--- src/rtl/spk_ha_pkg.sv ---
package spk_ha_pkg;

    typedef enum logic {
        TK_IDLE = 1'b0,
        TK_RUN  = 1'b1
    } tok_state_e;

    // per-operand bookkeeping inside one token
    typedef struct packed {
        logic seen;
        logic early;
        logic dup;
    } arr_state_t;

    // per-result-line state inside one token
    typedef struct packed {
        logic fired;
        logic spk;
    } line_state_t;

endpackage

--- src/rtl/spk_arrival.sv ---
module spk_arrival
    import spk_ha_pkg::*;
(
    input  logic clk,
    input  logic rst_n,
    input  logic spike_i,
    input  logic win_open_i,
    input  logic close_i,
    output logic early_o,
    output logic seen_o,
    output logic dup_o
);

    arr_state_t st_d, st_q;
    logic       early_now, seen_now, dup_now;

    always_comb begin
        // a repeated pulse never upgrades the operand to early
        early_now = st_q.early | (spike_i & win_open_i & ~st_q.seen);
        seen_now  = st_q.seen | spike_i;
        dup_now   = st_q.dup | (spike_i & st_q.seen);
        st_d      = st_q;
        if (close_i) begin
            st_d = '0;
        end else begin
            st_d.seen  = seen_now;
            st_d.early = early_now;
            st_d.dup   = dup_now;
        end
    end

    always_ff @(posedge clk or negedge rst_n) begin
        if (!rst_n) st_q <= '0;
        else        st_q <= st_d;
    end

    assign early_o = early_now;
    assign seen_o  = seen_now;
    assign dup_o   = dup_now;

    AST_DUP_NO_EFFECT: assert property (@(posedge clk) disable iff (!rst_n)
        (spike_i && st_q.seen && !close_i) |=> (st_q.early == $past(st_q.early)));

endmodule

--- src/rtl/spk_line.sv ---
module spk_line
    import spk_ha_pkg::*;
(
    input  logic clk,
    input  logic rst_n,
    input  logic early_fire_i,
    input  logic late_due_i,
    input  logic close_i,
    output logic spk_o
);

    line_state_t st_d, st_q;

    always_comb begin
        st_d     = st_q;
        st_d.spk = early_fire_i | (late_due_i & ~st_q.fired);
        if (close_i) st_d.fired = 1'b0;
        else         st_d.fired = st_q.fired | early_fire_i;
    end

    always_ff @(posedge clk or negedge rst_n) begin
        if (!rst_n) st_q <= '0;
        else        st_q <= st_d;
    end

    assign spk_o = st_q.spk;

    AST_LATE_CANCELLED: assert property (@(posedge clk) disable iff (!rst_n)
        (late_due_i && st_q.fired) |=> !spk_o);

    AST_SINGLE_EARLY: assert property (@(posedge clk) disable iff (!rst_n)
        early_fire_i |-> !st_q.fired);

endmodule

--- src/rtl/spk_half_adder.sv ---
module spk_half_adder
    import spk_ha_pkg::*;
#(
    parameter int WC    = 3,
    parameter int GUARD = 2,
    parameter int DELTA = 9
) (
    input  logic clk,
    input  logic rst_n,
    input  logic op_a_i,
    input  logic op_b_i,
    output logic sum_spk_o,
    output logic carry_spk_o,
    output logic fault_o
);

    localparam int NOPS = 2;
    localparam int OW   = $clog2(DELTA + 2);
    localparam logic [OW-1:0] OFF_DECIDE = OW'(WC - 1);
    localparam logic [OW-1:0] OFF_EARLY  = OW'(WC);
    localparam logic [OW-1:0] OFF_LATE_M = OW'(DELTA - 1);
    localparam logic [OW-1:0] OFF_LAST   = OW'(DELTA);

    if (WC < 1 || GUARD < 0 || WC + GUARD >= DELTA) begin : g_bad_timing
        $error("spk_half_adder: need WC >= 1 and WC + GUARD < DELTA");
    end

    initial begin
        AST_PARAM_ORDER: assert (WC + GUARD < DELTA);
    end

    typedef struct packed {
        tok_state_e     st;
        logic [OW-1:0]  off;
        logic           fault;
    } seq_t;

    seq_t seq_d, seq_q;

    logic [NOPS-1:0] spk_in, early_v, seen_v, dup_v;
    logic [OW-1:0]   off_now;
    logic            tok_live, win_open, decide, late_due, close;
    logic            both_early, one_early;
    logic            sum_early, carry_early;

    assign spk_in = {op_b_i, op_a_i};

    always_comb begin
        off_now  = (seq_q.st == TK_RUN) ? seq_q.off : '0;
        tok_live = (seq_q.st == TK_RUN) | (|spk_in);
        win_open = off_now < OFF_EARLY;
        decide   = tok_live && (off_now == OFF_DECIDE);
        late_due = tok_live && (off_now == OFF_LATE_M);
        close    = tok_live && (off_now == OFF_LAST);
    end

    for (genvar i = 0; i < NOPS; i++) begin : g_op
        spk_arrival u_arr (
            .clk        (clk),
            .rst_n      (rst_n),
            .spike_i    (spk_in[i]),
            .win_open_i (win_open),
            .close_i    (close),
            .early_o    (early_v[i]),
            .seen_o     (seen_v[i]),
            .dup_o      (dup_v[i])
        );
    end

    always_comb begin
        both_early  = &early_v;
        one_early   = ^early_v;
        carry_early = decide & both_early;
        sum_early   = decide & one_early;
    end

    spk_line u_sum (
        .clk          (clk),
        .rst_n        (rst_n),
        .early_fire_i (sum_early),
        .late_due_i   (late_due),
        .close_i      (close),
        .spk_o        (sum_spk_o)
    );

    spk_line u_carry (
        .clk          (clk),
        .rst_n        (rst_n),
        .early_fire_i (carry_early),
        .late_due_i   (late_due),
        .close_i      (close),
        .spk_o        (carry_spk_o)
    );

    always_comb begin
        seq_d       = seq_q;
        seq_d.fault = close & (~(&seen_v) | (|dup_v));
        if (tok_live && !close) begin
            seq_d.st  = TK_RUN;
            seq_d.off = off_now + 1'b1;
        end else begin
            seq_d.st  = TK_IDLE;
            seq_d.off = '0;
        end
    end

    always_ff @(posedge clk or negedge rst_n) begin
        if (!rst_n) begin
            seq_q.st    <= TK_IDLE;
            seq_q.off   <= '0;
            seq_q.fault <= 1'b0;
        end else begin
            seq_q <= seq_d;
        end
    end

    assign fault_o = seq_q.fault;

    AST_OUT_IN_SLOT: assert property (@(posedge clk) disable iff (!rst_n)
        (sum_spk_o || carry_spk_o) |-> (seq_q.st == TK_RUN &&
            (seq_q.off == OFF_EARLY || seq_q.off == OFF_LAST)));

    AST_EARLY_EXCLUSIVE: assert property (@(posedge clk) disable iff (!rst_n)
        (seq_q.st == TK_RUN && seq_q.off == OFF_EARLY) |-> !(sum_spk_o && carry_spk_o));

    AST_FAULT_AFTER_CLOSE: assert property (@(posedge clk) disable iff (!rst_n)
        fault_o |-> (seq_q.st == TK_IDLE && $past(seq_q.off) == OFF_LAST));

    AST_TOKEN_BOUND: assert property (@(posedge clk) disable iff (!rst_n)
        (seq_q.st == TK_RUN) |-> (seq_q.off <= OFF_LAST));

    AST_IDLE_QUIET: assert property (@(posedge clk) disable iff (!rst_n)
        (seq_q.st == TK_IDLE && !$past(seq_q.st == TK_RUN)) |-> !(sum_spk_o || carry_spk_o));

endmodule

--- config.mk ---
export PLATFORM = sky130hd
export DESIGN_NAME = spk_half_adder
export DESIGN_NICKNAME = d
export VERILOG_FILES = /design/src/rtl/spk_ha_pkg.sv /design/src/rtl/spk_arrival.sv /design/src/rtl/spk_line.sv /design/src/rtl/spk_half_adder.sv
export SDC_FILE = /design/constraint.sdc
export NUM_CORES = 1
export LEC_CHECK = 0
export ABC_AREA = 0
export CAP_MARGIN = 40
export CORE_AREA = 2 2 53 55
export CTS_CLUSTER_SIZE = 30
export DETAILED_ROUTE_END_ITERATION = 7
export DIE_AREA = 0 0 55 57
export HOLD_SLACK_MARGIN = 0.06
export PLACE_DENSITY = 0.45
export SLEW_MARGIN = 10
export SYNTH_ARGS = -nofsm -noshare
export SYNTH_HDL_FRONTEND = slang
export SYNTH_SLANG_ARGS = --single-unit
--- constraint.sdc ---
create_clock -name clk -period 1.75 [get_ports clk]
set_clock_uncertainty 0.1 [all_clocks]
set_input_delay 0.2625 -clock clk [delete_from_list [all_inputs] [get_ports clk]]
set_output_delay 0.2625 -clock clk [all_outputs]
set_load 0.02 [all_outputs]
### Word-level counts from Yosys, hierarchy flattened

Index checks and enable logic that the tools add are counted.
Widths: inputs -> output; s select.

* logic and storage cells: 62
* bits in registers: 16
* output and inout port bits: 3
* input port bits: 4

* add/subtract/negate cells: 1
* order comparisons: 1
* reductions and logical operators: 10
* mux-type cells: 6
* bitwise operators: 28
* equal/unequal tests: 3

Operators by type and width (number)
* $or 1x1->1: 12
* $and 1x1->1: 11
* $eq 4x4->1 const B: 2
* $mux 3: 2
* $mux 5: 1
* $not 1->1: 5
* $add 4x1->4 const B: 1
* $eq 4x2->1 const B: 1
* $logic_and 1x1->1: 4
* $lt 4x2->1 const B: 1
* $mux 4: 1
* $reduce_and 2->1: 2
* $reduce_or 2->1: 2
* $mux 1: 2
* $reduce_xor 2->1: 1
* $logic_not 1->1: 1

### Depth between registers and ports, before layout

Gate-level depths: netlist of the first run.

* depth after elaboration: 9
* depth in mapped cells: 9
* depth with buffers taken out: 8

### Hierarchy

From an unflattened synthesis of the first run, not the netlist that was laid out.

* cell total of the unflattened synthesis: 66
* area, all modules: 720.7 µm²

Modules (own cells, without submodules)
* spk_half_adder: area an instance 317.8 µm², times used 1, sequential area each 150.1 µm², cells each 32
* spk_arrival: area an instance 132.6 µm², times used 2, sequential area each 75.1 µm², cells each 11
* spk_line: area an instance 68.8 µm², times used 2, sequential area each 50.0 µm², cells each 6

### Worst setup path after synthesis of the first run

No wires, ideal clock.

* kind: register to register
* from: register seq_q[5] (netlist bit)
* to: register u_sum.st_q (netlist bit u_sum.spk_o)
* required time: 1.523 ns
* library setup time: 0.127 ns
* period minus slack after synthesis: 1.806 ns
* slack: -0.056 ns
* arrival: 1.579 ns
* cell stages (with the launch flop): 10
* path buffers: 1
* cells stage by stage: dfrtp_1 buf_4 nand2_1 inv_1 ha_1 nor3b_1 a21o_1 ha_1 nand2_1 o22ai_1

RTL lines
* from (decl): RTL line spk_half_adder.sv:38 `seq_t seq_d, seq_q;`
* from (signal assigned): RTL line spk_half_adder.sv:113 `seq_q <= seq_d;`
* to (signal assigned): RTL line spk_line.sv:23 `else st_q <= st_d;`
* to (decl): RTL line spk_line.sv:12 `line_state_t st_d, st_q;`

==> results of run 1 <==
final timing paths:
check / to / depth (start not counted)
worst max-delay path: u_sum.st_q[1] / 8
worst min-delay path: seq_q[4] / 2
worst max register to register: u_sum.st_q[1] / 8
worst min register to register: u_carry.spk_o / 1
max in group asynchronous: seq_q[3] / 2
min in group clk: u_carry.spk_o / 1
metrics by stage:
step / area [µm²] / std cells / setup TNS (ns) / util
after floorplan: 763 / 70 / 0 / -
after global placement: 892 / 111 / 0 / 0.341
after detailed placement: 892 / 111 / -0.0111 / 0.341
after CTS: 915 / 114 / 0 / 0.350
after global routing: 945 / 116 / -0.0160 / 0.361
final: 945 / 116 / 0 / 0.361
flip-flops by register name, indices dropped and copies added, names as in the netlist:
| name | count |
|---|---|
| fault_o | 1 |
| g_op.u_arr.st_q | 6 |
| seq_q | 5 |
| u_carry.spk_o | 1 |
| u_carry.st_q | 1 |
| u_sum.spk_o | 1 |
| u_sum.st_q | 1 |
cells in the mapped netlist (all sizes together) (3+ instances only):
cell type,count,area (µm²)
dfrtp,16,400
nand2,6,22.5
a21oi,4,23.8
and2,3,18.8
o21ai,3,15.0
ha,5,62.6
inv,3,11.3
nor2,10,37.5
critical path: stages, from the launching register on:
cell and delay (ns):
dfrtp_1 0.41, nand2_2 0.11, inv_2 0.06, ha_4 0.17, nor3b_2 0.16, a21o_1 0.15
ha_1 0.23, nand2_2 0.08, o21ai_0 0.08
power by group through the flow:
stage / logic [mW] / clock network, mW / registers (mW)
5_1_grt: 0.852 / 0.216 / 0.667
3_5_place_dp: 0.673 / 0 / 0.651
6_report: 0.749 / 0.188 / 0.646
4_1_cts: 0.678 / 0.202 / 0.646
3_3_place_gp: 0.670 / 0 / 0.654
2_1_floorplan: 0.461 / 0 / 0.645
cell families after synthesis:
family | synth area share
xor+xnor | 0.0468
compound gates | 0.119
simple gates | 0.191
fa+ha+maj | 0.0836
buf+inv | 0.0251
flops | 0.535
repair_timing:
| action | in CTS | in global routing |
|---|---|---|
| setup buffers | 0 | 2 |
| setup endpoints to repair | 0 | 4 |
| resized for setup | 0 | 5 |
layout by cell type (no fill, tap or decap), types with 2 or more instances in the layout:
cell / synthesis / final
a21o_1: 2 / 2
nand3_1: 2 / 2
buf_4: 1 / 7
xor2_1: 2 / 2
clkbuf_4: 0 / 3
xnor2_1: 2 / 2
inv_1: 3 / 2
nand2_2: 0 / 2
nor2_1: 10 / 10
and3_1: 2 / 2
a21oi_1: 3 / 3
clkdlybuf4s50_1: 0 / 6
dfrtp_1: 16 / 16
ha_1: 5 / 4
o22ai_1: 2 / 2
nand2_1: 6 / 4
o21ai_0: 2 / 2
and2_1: 3 / 2
nor3b_2: 0 / 2
layout make-up:
| type | count | area, µm² | share of cell area |
|---|---|---|---|
| Tap cell | 31 | 38.8 | 0.0411 |
| Sequential cell | 16 | 400 | 0.424 |
| Clock buffer | 3 | 22.5 | 0.0238 |
| Timing Repair Buffer | 13 | 113 | 0.119 |
| Multi-Input combinational cell | 50 | 359 | 0.380 |
| Inverter | 3 | 11.3 | 0.0119 |
routing by layer:
metal	GRT usage	vias up
met5	0	-
li1	-	269
met2	0.162	7
met1	0.154	261
met4	0.0314	0
met3	0.0550	2
==> results.ini, run 1 <==
[yosys]
synth_seq_area_share = 0.535
yosys_register_bits = 16
ys_types = 23
synth_area_um2 = 748
yosys_most_used_dff = dfrtp_1
synth_edf_count = 0
synth-async-reset-ratio = 1.00
yosysWarnings = 0
netlist_instances = 70
syn_nets = 79
syn_area_per_cell_um2 = 10.7

[finish]
layout.nets = 96
area_delta_synth_final_pct = 26.3
drive_gt1_frac = 0.247
antenna_cells = 0
fillers = 275

[floorplanning]
die-height_um = 57
die_w_um = 55
rows = 19
core_area_um2 = 2620
floorplan.initialDensity = 0.286
dieArea_um2 = 3140
ios = 7

[clocking]
cts_tree = yes
cts-root-buf = clkbuf_4
holdBufCountCts = 0
htreeDepth = 1
clk_latency_ns = 0.28
cts.sinks = 16
cts_buffers = 3
cts_buffer_depth = 2
clk_pin_slew_ns = 0.09

[power]
p_sw_mw = 0.609
intPower_mw = 0.973
total_power_mw = 1.58
pwr-share-clk = 0.119
vdd_drop_max_v = 0.000923
p_leak_nw = 0.425
cellPowerDensity_nw_per_um2 = 1680
seqPwrFrac = 0.408
pwr-share-comb = 0.473
switching_share = 0.385

[worst_setup_path]
crit_type = reg -> reg
reg2reg_slack_ns = 0.08
critPathLaunch = seq_q[1]
worstPathArrival_ns = 1.73
reg2reg_from = seq_q[1]
cp-end-kind = flop
crit_required_ns = 1.81
path_max_fanout = 3
critPathLaunchType = flop

[placed_design]
dp_slack_ns = -0.0111
detailed_place_hpwl_mm = 1.07
io_buffers = 6
gp_congestion = 0.770

[run_status]
outcome = complete, no violations

[flow_run]
cap_viol_max_count = 0

[detailed_routing]
route.met2.wl_um = 703
wl_met1_um = 711
dr_wl_met3_um = 48
num_vias = 539
firstDrtPassIters = 4
antenna_left = 0
viasPerCell = 4.65
drc_errors = 0
drt_first_iter_violations = 7
wl_per_cell_um = 12.7
topRoutingLayerUsed = met4
drt-total-wl_mm = 1.48

[global_routing]
grt_usage = 0.114
antenna_found_initial = 0
grt_pass1_vias = 568
grt_max_degree = 17
grt_pass1_wl_mm = 2.53
grt_overflow_total = 0

[timing]
whs_ns = 0.195
max_freq_mhz = 600
report.final.slew_viol_count = 0
finalHoldViolations = 0
setup_slack_ns = 0.0837
timing.slew.headroom = 0.750
tightest_slew_ns = 0.373
fin_crit_sh = 0.952
post-route-min-period_ns = 1.67
setup_viol = 0

[min_path]
hp-class = in -> async

Power figures use the tool's default switching activity.
==> inputs of run 2 (changes only) <==
Settings changed: GPL_ROUTABILITY_DRIVEN set to 0.
==> results of run 2 <==
Same layout as run 1: the final DEF is identical, and so are final timing and power.
==> inputs of run 3 (changes only) <==
Settings changed: CORE_AREA 2 2 53 55 to 4 4 55 57, DIE_AREA 0 0 55 57 to 0 0 59 61.
==> run 3 against run 2 <==
Against the previous run:
- global-route usage down 2.4 points
- clock power up 29%
- register-to-register slack about the same
- largest power group unchanged
==> results.ini, run 3 (synthesis results as in run 1) <==
[clocking]
clk_latency_ns = 0.28  ; about the same
cts.sinks = 16  ; unchanged
cts_tree = yes
clk_pin_slew_ns = 0.10  ; about the same
cts_buffer_depth = 2  ; unchanged
htreeDepth = 1  ; unchanged
cts-root-buf = clkbuf_4
cts_buffers = 3  ; unchanged

[timing]
finalHoldViolations = 0  ; unchanged
setup_viol = 0  ; unchanged
rsz0062_at_grt = false
post-route-min-period_ns = 1.67  ; +0.00437 ns
tightest_slew_ns = 0.378  ; +0.00551 ns
max_freq_mhz = 599  ; -0.26%
fin_crit_sh = 0.955  ; +0.00250
tns_ns = 0  ; unchanged
setup_slack_ns = 0.0793  ; -0.00437 ns
report.final.slew_viol_count = 0  ; unchanged
timing.slew.headroom = 0.746  ; -0.00370

[power]
cellPowerDensity_nw_per_um2 = 1710  ; +2.3%
p_leak_nw = 0.438  ; +3.2%
vdd_drop_max_v = 0.000868  ; -6.0%

[worst_setup_path]
critPathLaunchType = flop
cp_top_family = flip-flops
cp-end-kind = flop
crit_type = reg -> reg
worstPathArrival_ns = 1.73  ; about the same
crit_required_ns = 1.81  ; about the same
reg2reg_from = seq_q[5]
worst_path_max_delay_cell = dfrtp_1
crit_path_max_incr_delay_ns = 0.42  ; about the same
path_max_fanout = 4  ; +1
critPathLaunch = seq_q[5]
crit_chain = nand2_2 -> inv_1 -> ha_4 -> nor3b_2 -> a21o_1 -> ha_1 -> nand2_1 -> o22ai_1
critPathBufInv = 1  ; unchanged

[finish]
layout.nets = 97  ; +1.0%
final_core_util = 0.392  ; +0.0307
largest_reg_flops = 6  ; unchanged
layout_commonest_cell = dfrtp_1
drive_gt1_frac = 0.241  ; -0.00568
antenna_cells = 0  ; unchanged
final_cell_area_um2 = 971  ; +2.8%
largestRegisters = g_op.u_arr.st_q (6), seq_q (5)
largest-register = g_op.u_arr.st_q
fin_cells = 117  ; +0.86%
fillers = 249  ; -9.5%
area_delta_synth_final_pct = 29.8
final_cell_mix = dfrtp_1 (16), nor2_1 (10), buf_4 (8), clkdlybuf4s50_1 (6), nand2_1 (5)

[placed_design]
dp_slack_ns = 0.0257  ; +0.0369 ns
dp.cells = 111  ; unchanged
io_buffers = 6  ; unchanged
placed_area_um2 = 898  ; +0.70%
detailed_place_hpwl_mm = 1.09  ; +2.5%

[floorplanning]
dieArea_um2 = 3600  ; +15%
die-height_um = 61  ; +7.0%
rows = 18  ; -1
floorplan.initialDensity = 0.302  ; +0.0159
die_w_um = 59  ; +7.3%
core_area_um2 = 2480  ; -5.3%
ios = 7  ; unchanged

[run_status]
outcome = complete, no violations

[global_routing]
grt_max_degree = 17  ; unchanged
grt_usage = 0.0899  ; -0.0237
grt_pass1_wl_mm = 2.39  ; -5.7%
antenna_found_initial = 0  ; unchanged
grt_overflow_total = 0  ; unchanged
grt_pass1_vias = 527  ; -7.2%

[detailed_routing]
drt-total-wl_mm = 1.45  ; -1.8%
firstDrtPassIters = 4  ; unchanged
viasPerCell = 4.66  ; +0.25%
wl_per_cell_um = 12.4  ; -2.6%
drc_errors = 0  ; unchanged
drt_first_iter_violations = 9  ; +2
antenna_left = 0  ; unchanged
num_vias = 545  ; +1.1%

[min_path]
hp-class = in -> async

[flow_run]
cap_viol_max_count = 0  ; unchanged

## run 3: worst paths after layout
kind,to,slack (ns),depth (start not counted)
worst min-delay path,fault_o,0.19,2
min in group clk,u_carry.spk_o,0.36,1
max in group asynchronous,g_op[0].u_arr.st_q[2],1.18,2
worst max register to register,u_sum.spk_o,0.08,8
worst min register to register,u_carry.spk_o,0.36,1
worst max-delay path,u_sum.spk_o,0.08,8
## run 3: what timing repair did
item,4_1_cts,5_1_grt
setup buffers,0,2
setup endpoints to repair,0,7
hold buffers,0,0
hold endpoints to repair,0,0
gates resized for setup,0,4
## run 3: worst register-to-register path: cells and delay by family (launching register included)
kind | cells | cell delay, ns
buf+inv | 1 | 0.08
fa+ha+maj | 2 | 0.40
flops | 1 | 0.42
simple gates | 3 | 0.34
compound gates | 2 | 0.23
## run 3: routing by layer
layer / global-route usage / share of wire
met5: 0 / 0
met4: 0.0388 / 0.017
met3: 0.0255 / 0.041
met2: 0.137 / 0.46
met1: 0.119 / 0.48
## run 3: cell type report
| cell class | instances | area (µm²) | share of cell area |
|---|---|---|---|
| Timing Repair Buffer | 14 | 120 | 0.124 |
| Inverter | 3 | 11.3 | 0.0116 |
| Sequential cell | 16 | 400 | 0.412 |
| Multi-Input combinational cell | 50 | 365 | 0.376 |
| Clock buffer | 4 | 36.3 | 0.0374 |
| Tap cell | 30 | 37.5 | 0.0387 |
## run 3: power breakdown
part           total [mW]  switching [mW]  leakage (nW)  internal [mW]
clock               0.242           0.116        0.0210          0.126
sequential          0.645           0.120         0.186          0.525
combinational       0.777           0.386         0.231          0.391
total                1.66           0.622         0.438           1.04
## run 3: through the flow
step	power (mW)	hold WS, ns
after floorplan	1.11	-0.133
after global placement	1.35	0.343
after detailed placement	1.35	0.344
after CTS	1.60	0.196
after global routing	1.80	0.202
final	1.66	0.193
